<file path="config.mk">
export PLATFORM = sky130hd
export DESIGN_NAME = rsp_pool
export DESIGN_NICKNAME = d
export VERILOG_FILES = /design/src/rtl/rsp_pkg.sv /design/src/rtl/rsp_prio_enc.sv /design/src/rtl/rsp_entry.sv /design/src/rtl/rsp_pool.sv
export SDC_FILE = /design/constraint.sdc
export NUM_CORES = 1
export LEC_CHECK = 0
export BUFFER_PORTS_ARGS = -buffer_cell sky130_fd_sc_hd__buf_4
export CAP_MARGIN = 20
export CORE_ASPECT_RATIO = 0.6
export CORE_MARGIN = 2
export CORE_UTILIZATION = 32
export CTS_CLUSTER_DIAMETER = 120
export CTS_CLUSTER_SIZE = 12
export DETAILED_ROUTE_END_ITERATION = 6
export PLACE_DENSITY = 0.57
export SYNTH_ARGS = -nofsm -noshare
export SYNTH_HDL_FRONTEND = slang
export SYNTH_SLANG_ARGS = --single-unit
export TNS_END_PERCENT = 5
</file>
<file path="constraint.sdc">
create_clock -name clk -period 3 [get_ports clk]
set_input_delay 0.3 -clock clk [delete_from_list [all_inputs] [get_ports clk]]
set_output_delay 0.3 -clock clk [all_outputs]
set_load 0.01 [all_outputs]
</file>
<file path="src/rtl/rsp_pkg.sv">
package rsp_pkg;
  // Operand slot positions inside an entry.
  typedef enum logic [0:0] {SLOT_A = 1'b0, SLOT_B = 1'b1} slot_e;
  localparam int NUM_SLOTS = 2;
endpackage

</file>
<file path="src/rtl/rsp_prio_enc.sv">
module rsp_prio_enc #(
  parameter int N  = 4,
  parameter int IW = (N > 1) ? $clog2(N) : 1
) (
  input  logic [N-1:0]  req,
  output logic          found,
  output logic [IW-1:0] idx
);
  // Lowest set bit wins.
  always_comb begin
    found = 1'b0;
    idx   = '0;
    for (int i = N - 1; i >= 0; i--) begin
      if (req[i]) begin
        found = 1'b1;
        idx   = IW'(i);
      end
    end
  end
endmodule

</file>
<file path="src/rtl/rsp_entry.sv">
module rsp_entry
  import rsp_pkg::*;
#(
  parameter int DATA_W = 32,
  parameter int OP_W   = 4,
  parameter int TAG_W  = 2,
  parameter int MY_TAG = 0
) (
  input  logic                               clk,
  input  logic                               rst,
  input  logic                               alloc,
  input  logic [OP_W-1:0]                    in_op,
  input  logic [NUM_SLOTS-1:0]               in_vld,
  input  logic [NUM_SLOTS-1:0][TAG_W-1:0]    in_tag,
  input  logic [NUM_SLOTS-1:0][DATA_W-1:0]   in_val,
  input  logic                               bc_valid,
  input  logic [TAG_W-1:0]                   bc_tag,
  input  logic [DATA_W-1:0]                  bc_val,
  input  logic                               take,
  output logic                               busy,
  output logic                               ready,
  output logic [OP_W-1:0]                    op,
  output logic [DATA_W-1:0]                  a_val,
  output logic [DATA_W-1:0]                  b_val
);
  logic [NUM_SLOTS-1:0]             slot_vld;
  logic [NUM_SLOTS-1:0][TAG_W-1:0]  slot_tag;
  logic [NUM_SLOTS-1:0][DATA_W-1:0] slot_val;
  logic                             sent;
  logic                             own_result;

  assign own_result = bc_valid && (bc_tag == TAG_W'(MY_TAG));

  // Operand slots: value at issue, or wakeup from the result bus.
  for (genvar s = 0; s < NUM_SLOTS; s++) begin : g_slot
    logic hit_new;
    logic hit_wait;
    assign hit_new  = bc_valid && (bc_tag == in_tag[s]);
    assign hit_wait = bc_valid && (bc_tag == slot_tag[s]);

    always_ff @(posedge clk) begin
      if (rst) begin
        slot_vld[s] <= 1'b0;
      end else if (alloc) begin
        slot_vld[s] <= in_vld[s] || hit_new;
        slot_tag[s] <= in_tag[s];
        slot_val[s] <= in_vld[s] ? in_val[s] : bc_val;
      end else if (busy && !slot_vld[s] && hit_wait) begin
        slot_vld[s] <= 1'b1;
        slot_val[s] <= bc_val;
      end
    end

    // a captured operand does not change while the entry stays busy.
    a_r4_value_held: assert property (@(posedge clk) disable iff (rst)
      (busy && $past(busy) && $past(slot_vld[s])) |-> (slot_val[s] == $past(slot_val[s])));
  end

  always_ff @(posedge clk) begin
    if (rst) begin
      busy <= 1'b0;
      sent <= 1'b0;
    end else if (alloc) begin
      busy <= 1'b1;
      sent <= 1'b0;
      op   <= in_op;
    end else begin
      if (take) sent <= 1'b1;
      if (busy && sent && own_result) begin
        busy <= 1'b0;
        sent <= 1'b0;
      end
    end
  end

  assign ready = busy && !sent && (&slot_vld);
  assign a_val = slot_val[SLOT_A];
  assign b_val = slot_val[SLOT_B];

  a_r3_alloc_only_free: assert property (@(posedge clk) disable iff (rst)
    alloc |-> !busy);
  a_r8_take_has_operands: assert property (@(posedge clk) disable iff (rst)
    take |-> (busy && (&slot_vld)));
  a_r10_free_on_own_tag: assert property (@(posedge clk) disable iff (rst)
    $fell(busy) |-> $past(own_result && sent));
endmodule

</file>
<file path="src/rtl/rsp_pool.sv">
module rsp_pool
  import rsp_pkg::*;
#(
  parameter int NUM_ENT = 4,
  parameter int DATA_W  = 32,
  parameter int OP_W    = 4,
  parameter int TAG_W   = (NUM_ENT > 1) ? $clog2(NUM_ENT) : 1
) (
  input  logic              clk,
  input  logic              rst,
  input  logic              iss_valid,
  input  logic [OP_W-1:0]   iss_op,
  input  logic              iss_a_valid,
  input  logic [TAG_W-1:0]  iss_a_tag,
  input  logic [DATA_W-1:0] iss_a_val,
  input  logic              iss_b_valid,
  input  logic [TAG_W-1:0]  iss_b_tag,
  input  logic [DATA_W-1:0] iss_b_val,
  output logic              iss_stall,
  output logic [TAG_W-1:0]  iss_tag,
  input  logic              bc_valid,
  input  logic [TAG_W-1:0]  bc_tag,
  input  logic [DATA_W-1:0] bc_val,
  output logic              disp_valid,
  output logic [TAG_W-1:0]  disp_tag,
  output logic [OP_W-1:0]   disp_op,
  output logic [DATA_W-1:0] disp_a,
  output logic [DATA_W-1:0] disp_b
);
  logic [NUM_ENT-1:0] busy_vec;
  logic [NUM_ENT-1:0] ready_vec;
  logic [NUM_ENT-1:0] alloc_vec;
  logic [NUM_ENT-1:0] take_vec;
  logic [OP_W-1:0]    op_arr [NUM_ENT];
  logic [DATA_W-1:0]  a_arr  [NUM_ENT];
  logic [DATA_W-1:0]  b_arr  [NUM_ENT];

  logic               free_found;
  logic [TAG_W-1:0]   free_idx;
  logic               rdy_found;
  logic [TAG_W-1:0]   rdy_idx;

  logic [NUM_SLOTS-1:0]             in_vld;
  logic [NUM_SLOTS-1:0][TAG_W-1:0]  in_tag;
  logic [NUM_SLOTS-1:0][DATA_W-1:0] in_val;

  assign in_vld = {iss_b_valid, iss_a_valid};
  assign in_tag = {iss_b_tag, iss_a_tag};
  assign in_val = {iss_b_val, iss_a_val};

  rsp_prio_enc #(.N(NUM_ENT), .IW(TAG_W)) i_free_pick (
    .req(~busy_vec), .found(free_found), .idx(free_idx));

  rsp_prio_enc #(.N(NUM_ENT), .IW(TAG_W)) i_ready_pick (
    .req(ready_vec), .found(rdy_found), .idx(rdy_idx));

  assign iss_stall = !free_found;
  assign iss_tag   = free_idx;

  for (genvar e = 0; e < NUM_ENT; e++) begin : g_ent
    assign alloc_vec[e] = iss_valid && free_found && (free_idx == TAG_W'(e));
    assign take_vec[e]  = rdy_found && (rdy_idx == TAG_W'(e));

    rsp_entry #(
      .DATA_W(DATA_W), .OP_W(OP_W), .TAG_W(TAG_W), .MY_TAG(e)
    ) i_entry (
      .clk(clk), .rst(rst),
      .alloc(alloc_vec[e]),
      .in_op(iss_op), .in_vld(in_vld), .in_tag(in_tag), .in_val(in_val),
      .bc_valid(bc_valid), .bc_tag(bc_tag), .bc_val(bc_val),
      .take(take_vec[e]),
      .busy(busy_vec[e]), .ready(ready_vec[e]),
      .op(op_arr[e]), .a_val(a_arr[e]), .b_val(b_arr[e])
    );
  end

  // Registered dispatch port.
  always_ff @(posedge clk) begin
    if (rst) begin
      disp_valid <= 1'b0;
    end else begin
      disp_valid <= rdy_found;
    end
    disp_tag <= rdy_idx;
    disp_op  <= op_arr[rdy_idx];
    disp_a   <= a_arr[rdy_idx];
    disp_b   <= b_arr[rdy_idx];
  end

  a_r9_single_take: assert property (@(posedge clk) disable iff (rst)
    $onehot0(take_vec));
  a_r3_stall_means_full: assert property (@(posedge clk) disable iff (rst)
    iss_stall |-> (&busy_vec));
  a_r3_no_alloc_when_full: assert property (@(posedge clk) disable iff (rst)
    iss_stall |-> (alloc_vec == '0));
  a_r2_alloc_single: assert property (@(posedge clk) disable iff (rst)
    $onehot0(alloc_vec));
endmodule

</file>
[After elaboration in Yosys (flattened, before gate mapping)]
Cells that the tools add are included.
Storage, ports and cells
  flip-flop bits (word level): 375
  latch bits: 0
  RAM bits: 0
  ROM bits: 0
  bits of input ports: 112
  memories kept: 0
Cells by class
  add/subtract/negate cells: 0
  $mul: 0
  div/mod/pow operators: 0
  order comparisons: 1
  equality and inequality tests: 19
  shifts and indexed selects: 0
  muxes and demuxes: 67
  bitwise logic cells: 3
  reduce and logical (&&, ||, !) cells: 105
Operator list (count)
  2-to-1 mux 32 bit: 22
  binary-select mux 32 bit (select 2 bit): 2
  logical AND 1 bit: 55
  2-to-1 mux 1 bit: 32
  AND reduction 2 bit: 16
  nonzero test 2 bit: 12
  equality test 2 bit: 10
  2-to-1 mux 2 bit: 8
  logical NOT 1 bit: 13
  equality test 2 bit (second input constant): 6
  OR reduction 3 bit: 4
  binary-select mux 4 bit (select 2 bit): 1
  2-to-1 mux 4 bit: 2
  equality test 2 x 1 -> 1 bit (second input constant): 3
  logical NOT 2 bit: 3
  NOT 4 bit: 1
  greater-or-equal comparator 3 bit (second input constant): 1
  NOT 2 -> 3 bit: 1
  logical OR 1 bit: 2
  NOT 1 bit: 1

[Longest topological paths before layout]
Gate-level depths: netlist of the first run.
  word-level depth: 11
  depth in mapped cells: 7
  depth with buffers taken out: 4

[Cells and area by module]
A second synthesis of the first run with hierarchy kept.
Second synthesis, totals
  cells, all modules: 913
  area, all modules: 16248.1 sq um
Modules (own cells, without submodules)
  rsp_entry at g_ent[0].i_entry ...: times used 2, cells each 182, area an instance 3236.9 sq um
  rsp_entry at g_ent[1].i_entry: times used 1, cells each 183, area an instance 3240.6 sq um
  rsp_entry at g_ent[3].i_entry: times used 1, cells each 183, area an instance 3234.4 sq um
  rsp_pool: times used 1, cells each 169, area an instance 3229.3 sq um
  rsp_prio_enc: times used 2, cells each 7, area an instance 35.0 sq um

[Worst setup path after synthesis of the first run]
Ideal clock, no wire load.
  kind: input-to-reg
  start: in bc_tag[0]
  end: reg g_ent[0].i_entry.slot_val (netlist bit g_ent[0].i_entry.a_val[0]), enable pin
  library setup time: 0.432 ns
  arrival time: 2.728 ns
  data required time: 2.568 ns
  setup slack: -0.160 ns
  stages on the path: 4
  buffers on the path: 1
  cell sequence: clkbuf_1 > xor2_1 > or4_1 > a21oi_1
On the way
  longest elaborated chain between the ends: 5
Ends and longest elaborated chain
  start: declaration: RTL line rsp_pool.sv:22  | input logic [TAG_W-1:0] bc_tag,
  equality test 2 bit: RTL line rsp_entry.sv:39  | assign hit_wait = bc_valid && (bc_tag == slot_tag[s]);
  logical AND 1 bit: RTL line rsp_entry.sv:39
  logical AND 1 bit: RTL line rsp_entry.sv:48  | end else if (busy && !slot_vld[s] && hit_wait) begin
  nonzero test 2 bit (no source line)
  AND reduction 2 bit (no source line)
  end signal: indexed assignment: RTL line rsp_entry.sv:47  | slot_val[s] <= in_vld[s] ? in_val[s] : bc_val;
  end signal: indexed assignment: RTL line rsp_entry.sv:50  | slot_val[s] <= bc_val;
  end: declaration: RTL line rsp_entry.sv:28  | logic [NUM_SLOTS-1:0][DATA_W-1:0] slot_val;
No other way between the ends.
A chain may end at the register's enable or synchronous reset.

[Worst setup path after layout of the first run]
  start: reg g_ent[0].i_entry.busy
  end: reg g_ent[2].i_entry.slot_val (netlist bit g_ent[2].i_entry.a_val[12]), data pin
On the way
  longest elaborated chain between the ends: 5
  elaborated cells between the ends (all ways): 7
Ends and longest elaborated chain
  start: declaration: RTL line rsp_entry.sv:20  | output logic busy,
  start signal: assignment: RTL line rsp_entry.sv:61  | busy <= 1'b0;
  start signal: assignment: RTL line rsp_entry.sv:64  | busy <= 1'b1;
  start signal: assignment: RTL line rsp_entry.sv:70  | busy <= 1'b0;
  NOT 4 bit *: RTL line rsp_pool.sv:52  | .req(~busy_vec), .found(free_found), .idx(free_idx));
  2-to-1 mux 2 bit / 2-to-1 mux 1 bit (equally long branches): RTL line rsp_prio_enc.sv:14  | if (req[i]) begin
  equality test 2 bit / logical AND 1 bit (equally long branches): RTL line rsp_pool.sv:61  | assign alloc_vec[e] = iss_valid && free_found && (free_idx == TAG_W'(e));
  logical AND 1 bit *: RTL line rsp_pool.sv:61
  2-to-1 mux 32 bit *: RTL line rsp_entry.sv:44  | end else if (alloc) begin
  end signal: indexed assignment: RTL line rsp_entry.sv:47
  end signal: indexed assignment: RTL line rsp_entry.sv:50
  end: declaration: RTL line rsp_entry.sv:28
Every way passes the cells marked *; elsewhere a longest branch is shown, timed or not.

==> flow_summary.ini, run 1 <==
[outcome]
outcome = finished clean

[worst_setup_path]
crit_path_end_kind = flip-flop
reg2reg_slack_ps = 490
r2r-end = g_ent[2].i_entry.a_val[12]
crit_fanout = 17
path_class = reg2reg
r2r-start = g_ent[0].i_entry.busy
reg2reg_depth = 5
cp_data_required_time_ps = 3290
crit_arrival_ps = 2800
cp-start-kind = flip-flop

[global_routing]
grt_pass1_wl_mm = 73.0
grt_overflow = 0
grt_max_degree = 55
first_global_vias = 10900
antenna_found_initial = 3
track_usage_pct = 18.9

[pwr]
p_total_mw = 11.0
leakagePower_nw = 6.80
power.density_nw_per_um2 = 561
peakVddDrop_v = 0.000333

[logic_synthesis]
synth_top_flop_cell = edfxtp_1
muxShareOfSynthArea_pct = 17.8
synth-xor-area-share_pct = 1.08
yosys.area_share.simple_pct = 6.59
synth_area_um2 = 16200
yosys.area.top_type = edfxtp_1
synthesis.nets = 1224
ys_seq_area_share_pct = 64.2
synth_cell_type_count = 46
ys_ff_latch = 375
synth_top_family_by_area = multiplexers
synthArstFlopShare_pct = 0
synth_area_leaders = edfxtp_1 (53%), mux2_2 (17%), dfxtp_1 (11%)
syn-instance-count = 1112
synth_compound_area_share_pct = 7.73
synth_fa_ha_area_share_pct = 0
synth_top_area_share_pct = 53.4
yosysWarnings = 0
synth.avg_cell_area_um2 = 14.6
synth_edf_count = 288

[cells_and_area]
final_cell_mix = edfxtp_1 (288), mux2_2 (241), buf_4 (220)
finalNonFillerCells = 1977
layout_commonest_cell = edfxtp_1
areaGrowthSynthToFinish_pct = 21.1
drive_gt1_share_pct = 40.3
finalNetCount = 1410

[clock_tree]
post-cts-setup-buffers = 0
cts_sinks = 375
cts_buffers = 37
h-tree-depth = 2
clkLatencyLatePin_ps = 540
cts_resized = 0
cts_root_buffer = clkbuf_16
clk_pin_slew_ps = 60
clockBufferDepth = 3
cts_tree = done

[timing]
setup_viol = 0
hold_viol = 0
period_needed_ps = 2510
rsz0062_at_grt = no
whs_ps = 26.8
max_slew_margin_pct = 42.5
fmax_mhz = 398
finalClockSkew_ps = 15.9
slew_violations = 0
worst_slew_pin_slew_ps = 862
fin_crit_sh_pct = 83.8

[routing]
drt-wirelength-per-cell_um = 25.1
antenna_left = 0
via_per_inst = 5.38
routed-via-count = 10600
route.detailed.drc = 0
wl_mm = 49.7
first_pass_iters = 5
drt_iter0_drc = 936

[worst_hold_path]
hold_path_depth = 2
hold_start = iss_valid
holdPathEnd = g_ent[0].i_entry.busy
hold_class = in2reg

[placement]
dpl.cell_count = 1901
dp_hpwl_mm = 31.5
portBuffers = 185
place_congestion = 0.828

[floorplan]
dieArea_um2 = 52400
dieWidth_um = 294
num_rows = 63
core_area_um2 = 49700
die_y_um = 178
ioPinCount = 186
initial_core_util_pct = 32.6

[job]
maxCapViolations = 0
==> cell families (layout without fill, tap and decap cells) <==
family,after synthesis,in the layout
other,0,3
buffers and inverters,88,300
DFF,375,375
and+or+nand+nor,206,206
muxes,256,256
AOI/OAI and AO/OA,167,167
xor gates and xnor gates,20,20
==> repair_timing <==
| action | in CTS | in global routing |
|---|---|---|
| hold buffers | 8 | 0 |
| hold endpoints to repair | 32 | 0 |
| setup endpoints to repair | 0 | 0 |
==> metrics by stage <==
stage	TNS [ps]	util [%]	instance area [um2]	worst slack, ps
2_1_floorplan	-15390	-	16200	-160
3_3_place_gp	0	37.1	18400	589
3_5_place_dp	0	37.1	18400	557
4_1_cts	0	39.5	19600	538
5_1_grt	0	39.5	19600	372
6_report	0	39.5	19600	486
==> where the power goes <==
group	internal [mW]	switching, mW
Clock	2.42	1.96
Combinational	0.408	0.405
Sequential	5.75	0.0587
Total	8.58	2.43
==> Yosys cell counts, types with 3 or more instances <==
cell	count
nor2_1	16
nand4_1	51
nor3_1	6
xnor2_1	6
a21oi_1	77
dfxtp_1	87
a211oi_1	6
clkbuf_1	31
edfxtp_1	288
mux2_2	241
buf_1	4
xor2_1	14
o211a_1	3
and4b_1	5
nand4b_1	3
nand3_1	19
buf_4	5
a31oi_1	3
nand2_1	84
or4_1	4
buf_2	42
mux2_1	15
a221o_1	68
nor3b_1	4
==> registers in the layout, indices dropped and copies added, names as in the netlist <==
register	cells
disp_tag	2
g_ent.i_entry.a_val	128
g_ent.i_entry.slot_tag	16
g_ent.i_entry.b_val	128
disp_b	32
g_ent.i_entry.op	16
disp_valid	1
g_ent.i_entry.busy	4
disp_op	4
g_ent.i_entry.slot_vld	8
disp_a	32
g_ent.i_entry.sent	4
==> critical path, stage by stage, from the launching register on <==
cell and delay (ps):
dfxtp_1 540, nand3_2 230, nor2_2 290, nand2_2 450, buf_4 400, mux2_1 330
==> area by class of cell <==
class / instances / area (um2)
Timing Repair Buffer: 232 / 1810
Tap cell: 650 / 813
Antenna cell: 3 / 7.51
Fill cell: 4665 / 30100
Clock buffer: 63 / 1070
Sequential cell: 375 / 10400
Inverter: 3 / 11.3
Multi-Input combinational cell: 649 / 5490
Clock inverter: 2 / 20.0
==> worst max path at each step <==
stage                     startpoint                          to
3_3_place_gp   g_ent[0].i_entry.busy  g_ent[2].i_entry.a_val[11]
2_1_floorplan              bc_tag[0]   g_ent[0].i_entry.b_val[0]
6_report       g_ent[0].i_entry.busy  g_ent[2].i_entry.a_val[12]
3_5_place_dp   g_ent[0].i_entry.busy  g_ent[2].i_entry.a_val[11]
4_1_cts        g_ent[0].i_entry.busy  g_ent[2].i_entry.a_val[12]
5_1_grt        g_ent[0].i_entry.busy  g_ent[2].i_entry.a_val[12]
==> layer usage <==
layer / track usage, % / wire [um] / up-vias
met5: 0 / 0 / -
met4: 5.02 / 871 / 0
met3: 3.50 / 3280 / 57
met2: 28.6 / 22100 / 398
met1: 27.8 / 23400 / 5449
li1: - / - / 4728
Note: power is estimated with default switching activity, not from simulation.
==> run 2, diff against run 1 <==
Settings changed: PLACE_DENSITY 0.57 to 0.55.
Clock period 3 ns to 2.4 ns, I/O delays scaled along.
==> flow_summary.ini, run 2 (synthesis gave the netlist of run 1 again) <==
[outcome]
outcome = finished clean

[routing]
wl_mm = 50.9
route.detailed.drc = 0
routed-via-count = 10700
first_pass_iters = 5
antenna_left = 0
via_per_inst = 5.35
drt-wirelength-per-cell_um = 25.6
drt_iter0_drc = 1077

[clock_tree]
postCtsHoldBufs = 9
cts_sinks = 375
clkLatencyLatePin_ps = 540
cts_resized = 0
cts_root_buffer = clkbuf_16
clk_pin_slew_ps = 70
cts_tree = done
clockBufferDepth = 3
post-cts-setup-buffers = 0
h-tree-depth = 2
cts_buffers = 37

[worst_setup_path]
crit_arrival_ps = 2480
cp-start-kind = flip-flop
path_class = reg2reg
crit_fanout = 24
cp_data_required_time_ps = 2680
crit_path_end_kind = flip-flop

[floorplan]
ioPinCount = 186
num_rows = 63
dieWidth_um = 294
core_area_um2 = 49700
dieArea_um2 = 52400
die_y_um = 178
initial_core_util_pct = 32.6

[pwr]
peakVddDrop_v = 0.000369
power.density_nw_per_um2 = 689
leakagePower_nw = 6.91

[placement]
portBuffers = 185
dp_worst_setup_slack_ps = 247
place_congestion = 0.811
dp_hpwl_mm = 32.4

[global_routing]
first_global_vias = 10800
grt_overflow = 0
grt_pass1_wl_mm = 74.2
grt_max_degree = 54
antenna_found_initial = 2
track_usage_pct = 19.3

[timing]
fin_ws_ps = 197
slew_violations = 0
final.setup.tns_ps = 0
fmax_mhz = 454
setup_viol = 0
period_needed_ps = 2200
worst_slew_pin_slew_ps = 709
fin_crit_sh_pct = 91.8
hold_viol = 0
finalClockSkew_ps = 22.5
max_slew_margin_pct = 52.6
rsz0062_at_grt = no

[cells_and_area]
n_antenna_cell = 0
layout_commonest_cell = edfxtp_1
final_cell_mix = edfxtp_1 (288), mux2_2 (241), buf_4 (226)
areaGrowthSynthToFinish_pct = 22.6
drive_gt1_share_pct = 41.0
fillers = 4647
finalNetCount = 1428

[job]
maxCapViolations = 0

[worst_hold_path]
hold_class = in2reg
run 2: final timing paths:
| kind | startpoint | end | slack [ps] | cells past startpoint |
|---|---|---|---|---|
| worst min register to register | g_ent[2].i_entry.b_val[31] | disp_b[31] | 460 | 1 |
| worst max-delay path | g_ent[0].i_entry.busy | g_ent[2].i_entry.a_val[13] | 200 | 5 |
| worst min-delay path | iss_a_val[4] | g_ent[1].i_entry.a_val[4] | 30 | 2 |
| worst max register to register | g_ent[0].i_entry.busy | g_ent[2].i_entry.a_val[13] | 200 | 5 |
run 2: per-layer routing:
metal  GRT usage [%]  vias up  wire (um)
met2            28.5      359      21900
li1                -     4763          -
met4            3.38        2        669
met1            29.6     5470      25200
met3            3.55       59       3100
met5               0        -         12
run 2: per-stage QoR:
step                utilization [%]  total power [mW]  instance area [um2]  hold slack [ps]  cells
finish                         39.9              13.7                19800             28.2   1992
detailed placement             37.6              8.43                18700              455   1918
global route                   39.9              14.2                19800             4.83   1992
CTS                            39.9              13.8                19800             1.28   1992
floorplan                         -              7.86                16200              339   1112
global placement               37.6              8.42                18700              451   1918
run 2: worst max-delay path, stage by stage, from the launching register on:
cell and delay, ps:
dfxtp_1 580, nand3_2 210, nor2_2 380, nand2_2 100, buf_4 300, mux2_1 370
run 2: power breakdown:
group          internal [mW]  total (mW)  switching, mW
registers               7.18        7.25         0.0726
clock network           2.91        5.37           2.46
logic                  0.528        1.04          0.516
run 2: final cells by class:
class / count / area [um2] / share of cell area [%]
flip-flops and latches: 375 / 10400 / 52.4
multi-input cells: 649 / 5490 / 27.7
repair buffers: 250 / 2090 / 10.5
clock buffers: 62 / 1020 / 5.14
well taps: 650 / 813 / 4.10
clock inverters: 3 / 28.8 / 0.145
inverters: 3 / 11.3 / 0.0568
==> run 3, diff against run 2 <==
Settings changed: MAX_ROUTING_LAYER set to met4.
==> flow_summary.ini, run 3 (synthesis gave the netlist of run 1 again) <==
[pwr]
peakVddDrop_v = 0.000369
leakagePower_nw = 6.91
power.density_nw_per_um2 = 690

[clock_tree]
cts_resized = 0
cts_buffers = 37
clkLatencyLatePin_ps = 540
clk_pin_slew_ps = 70
cts_root_buffer = clkbuf_16
cts_sinks = 375
cts_tree = done
clockBufferDepth = 3
h-tree-depth = 2

[worst_setup_path]
crit_arrival_ps = 2470
reg2reg_slack_ps = 210
cp_data_required_time_ps = 2680
crit_fanout = 24
path_class = reg2reg
cp-start-kind = flip-flop
r2r-start = g_ent[0].i_entry.busy
r2r-end = g_ent[2].i_entry.a_val[13]
crit_path_end_kind = flip-flop
reg2reg_depth = 5

[cells_and_area]
layout_commonest_cell = edfxtp_1
finalNetCount = 1428
drive_gt1_share_pct = 41.0
final_core_util_pct = 39.9
final_cell_mix = edfxtp_1 (288), mux2_2 (241), buf_4 (226)
areaGrowthSynthToFinish_pct = 22.6
finalNonFillerCells = 1993

[timing]
fin_crit_sh_pct = 91.3
worst_slew_pin_slew_ps = 693
hold_viol = 0
rsz0062_at_grt = no
slew_violations = 0
finalClockSkew_ps = 22.3
max_slew_margin_pct = 53.6
period_needed_ps = 2190
setup_viol = 0
fmax_mhz = 456

[floorplan]
dieWidth_um = 294
ioPinCount = 186
num_rows = 63
initial_core_util_pct = 32.6
die_y_um = 178
core_area_um2 = 49700
dieArea_um2 = 52400

[worst_hold_path]
hold_path_depth = 2
hold_class = in2reg
holdPathEnd = g_ent[3].i_entry.b_val[22]
hold_start = iss_b_val[22]

[routing]
routed-via-count = 10700
route.detailed.drc = 0
drt-wirelength-per-cell_um = 25.5
antenna_left = 0
drt_iter0_drc = 1083
wl_mm = 50.9
first_pass_iters = 5
via_per_inst = 5.37

[placement]
portBuffers = 185
place_congestion = 0.823
dp_hpwl_mm = 32.4
dpl.cell_count = 1918

[job]
maxCapViolations = 0

[global_routing]
antenna_found_initial = 2
grt_pass1_wl_mm = 74.2
track_usage_pct = 19.9
grt_max_degree = 54
first_global_vias = 10800
grt_overflow = 0

[outcome]
outcome = finished clean
==> run 3: cell types whose count changed in the layout (fill, tap and decap cells not counted) <==
cell,previous run,this run
diode_2,0,1
==> run 3: timing repair <==
action,4_1_cts,5_1_grt
setup buffers,0,0
hold buffers,9,0
hold endpoints to repair,33,0
==> run 3: cell type report <==
type                       instances  area [um2]
timing repair buffer             250        2090
clock inverter                     3        28.8
antenna                            1        2.50
tap                              650         813
sequential                       375       10400
fill                            4646       29800
clock buffer                      62        1020
multi-input combinational        649        5490
inverter                           3        11.3
==> run 3: routing by layer <==
metal	routed length [um]	GRT usage (%)	vias up
met4	660	3.38	0
met5	0	-	-
li1	-	-	4778
met1	24900	29.7	5480
met2	21800	28.6	386
met3	3520	3.45	56
==> run 3: worst max-delay path: stages (launching register included) <==
cell and delay, ps:
dfxtp_1 580, nand3_2 210, nor2_2 380, nand2_2 100, buf_4 300, mux2_1 370
==> run 3: worst max path at each step <==
stage               depth (start not counted)  slack (ps)                   from                         end
global placement                            4         250  g_ent[0].i_entry.busy   g_ent[1].i_entry.b_val[8]
floorplan                                   6        -340              bc_tag[1]   g_ent[1].i_entry.a_val[0]
finish                                      5         210  g_ent[0].i_entry.busy  g_ent[2].i_entry.a_val[13]
detailed placement                          5         250  g_ent[0].i_entry.busy  g_ent[2].i_entry.a_val[13]
global route                                5         110  g_ent[0].i_entry.busy  g_ent[2].i_entry.a_val[11]
CTS                                         5         230  g_ent[0].i_entry.busy  g_ent[2].i_entry.a_val[11]
==> run 3: where the power goes <==
group / leakage [nW] / total [mW] / switching [mW] / internal [mW]
registers: 3.35 / 7.26 / 0.0733 / 7.18
logic: 3.06 / 1.04 / 0.515 / 0.528
clock network: 0.501 / 5.39 / 2.48 / 2.91
total: 6.91 / 13.7 / 3.07 / 10.6
==> run 3: through the flow <==
step | total power, mW | hold slack [ps] | TNS (ps) | setup WS [ps] | area (um2)
6_report | 13.7 | 26.1 | 0 | 208 | 19800
4_1_cts | 13.8 | 1.28 | 0 | 234 | 19800
5_1_grt | 14.2 | 3.95 | 0 | 112 | 19800
3_3_place_gp | 8.42 | 451 | 0 | 251 | 18700
3_5_place_dp | 8.43 | 455 | 0 | 247 | 18700
2_1_floorplan | 7.86 | 339 | -24540 | -337 | 16200
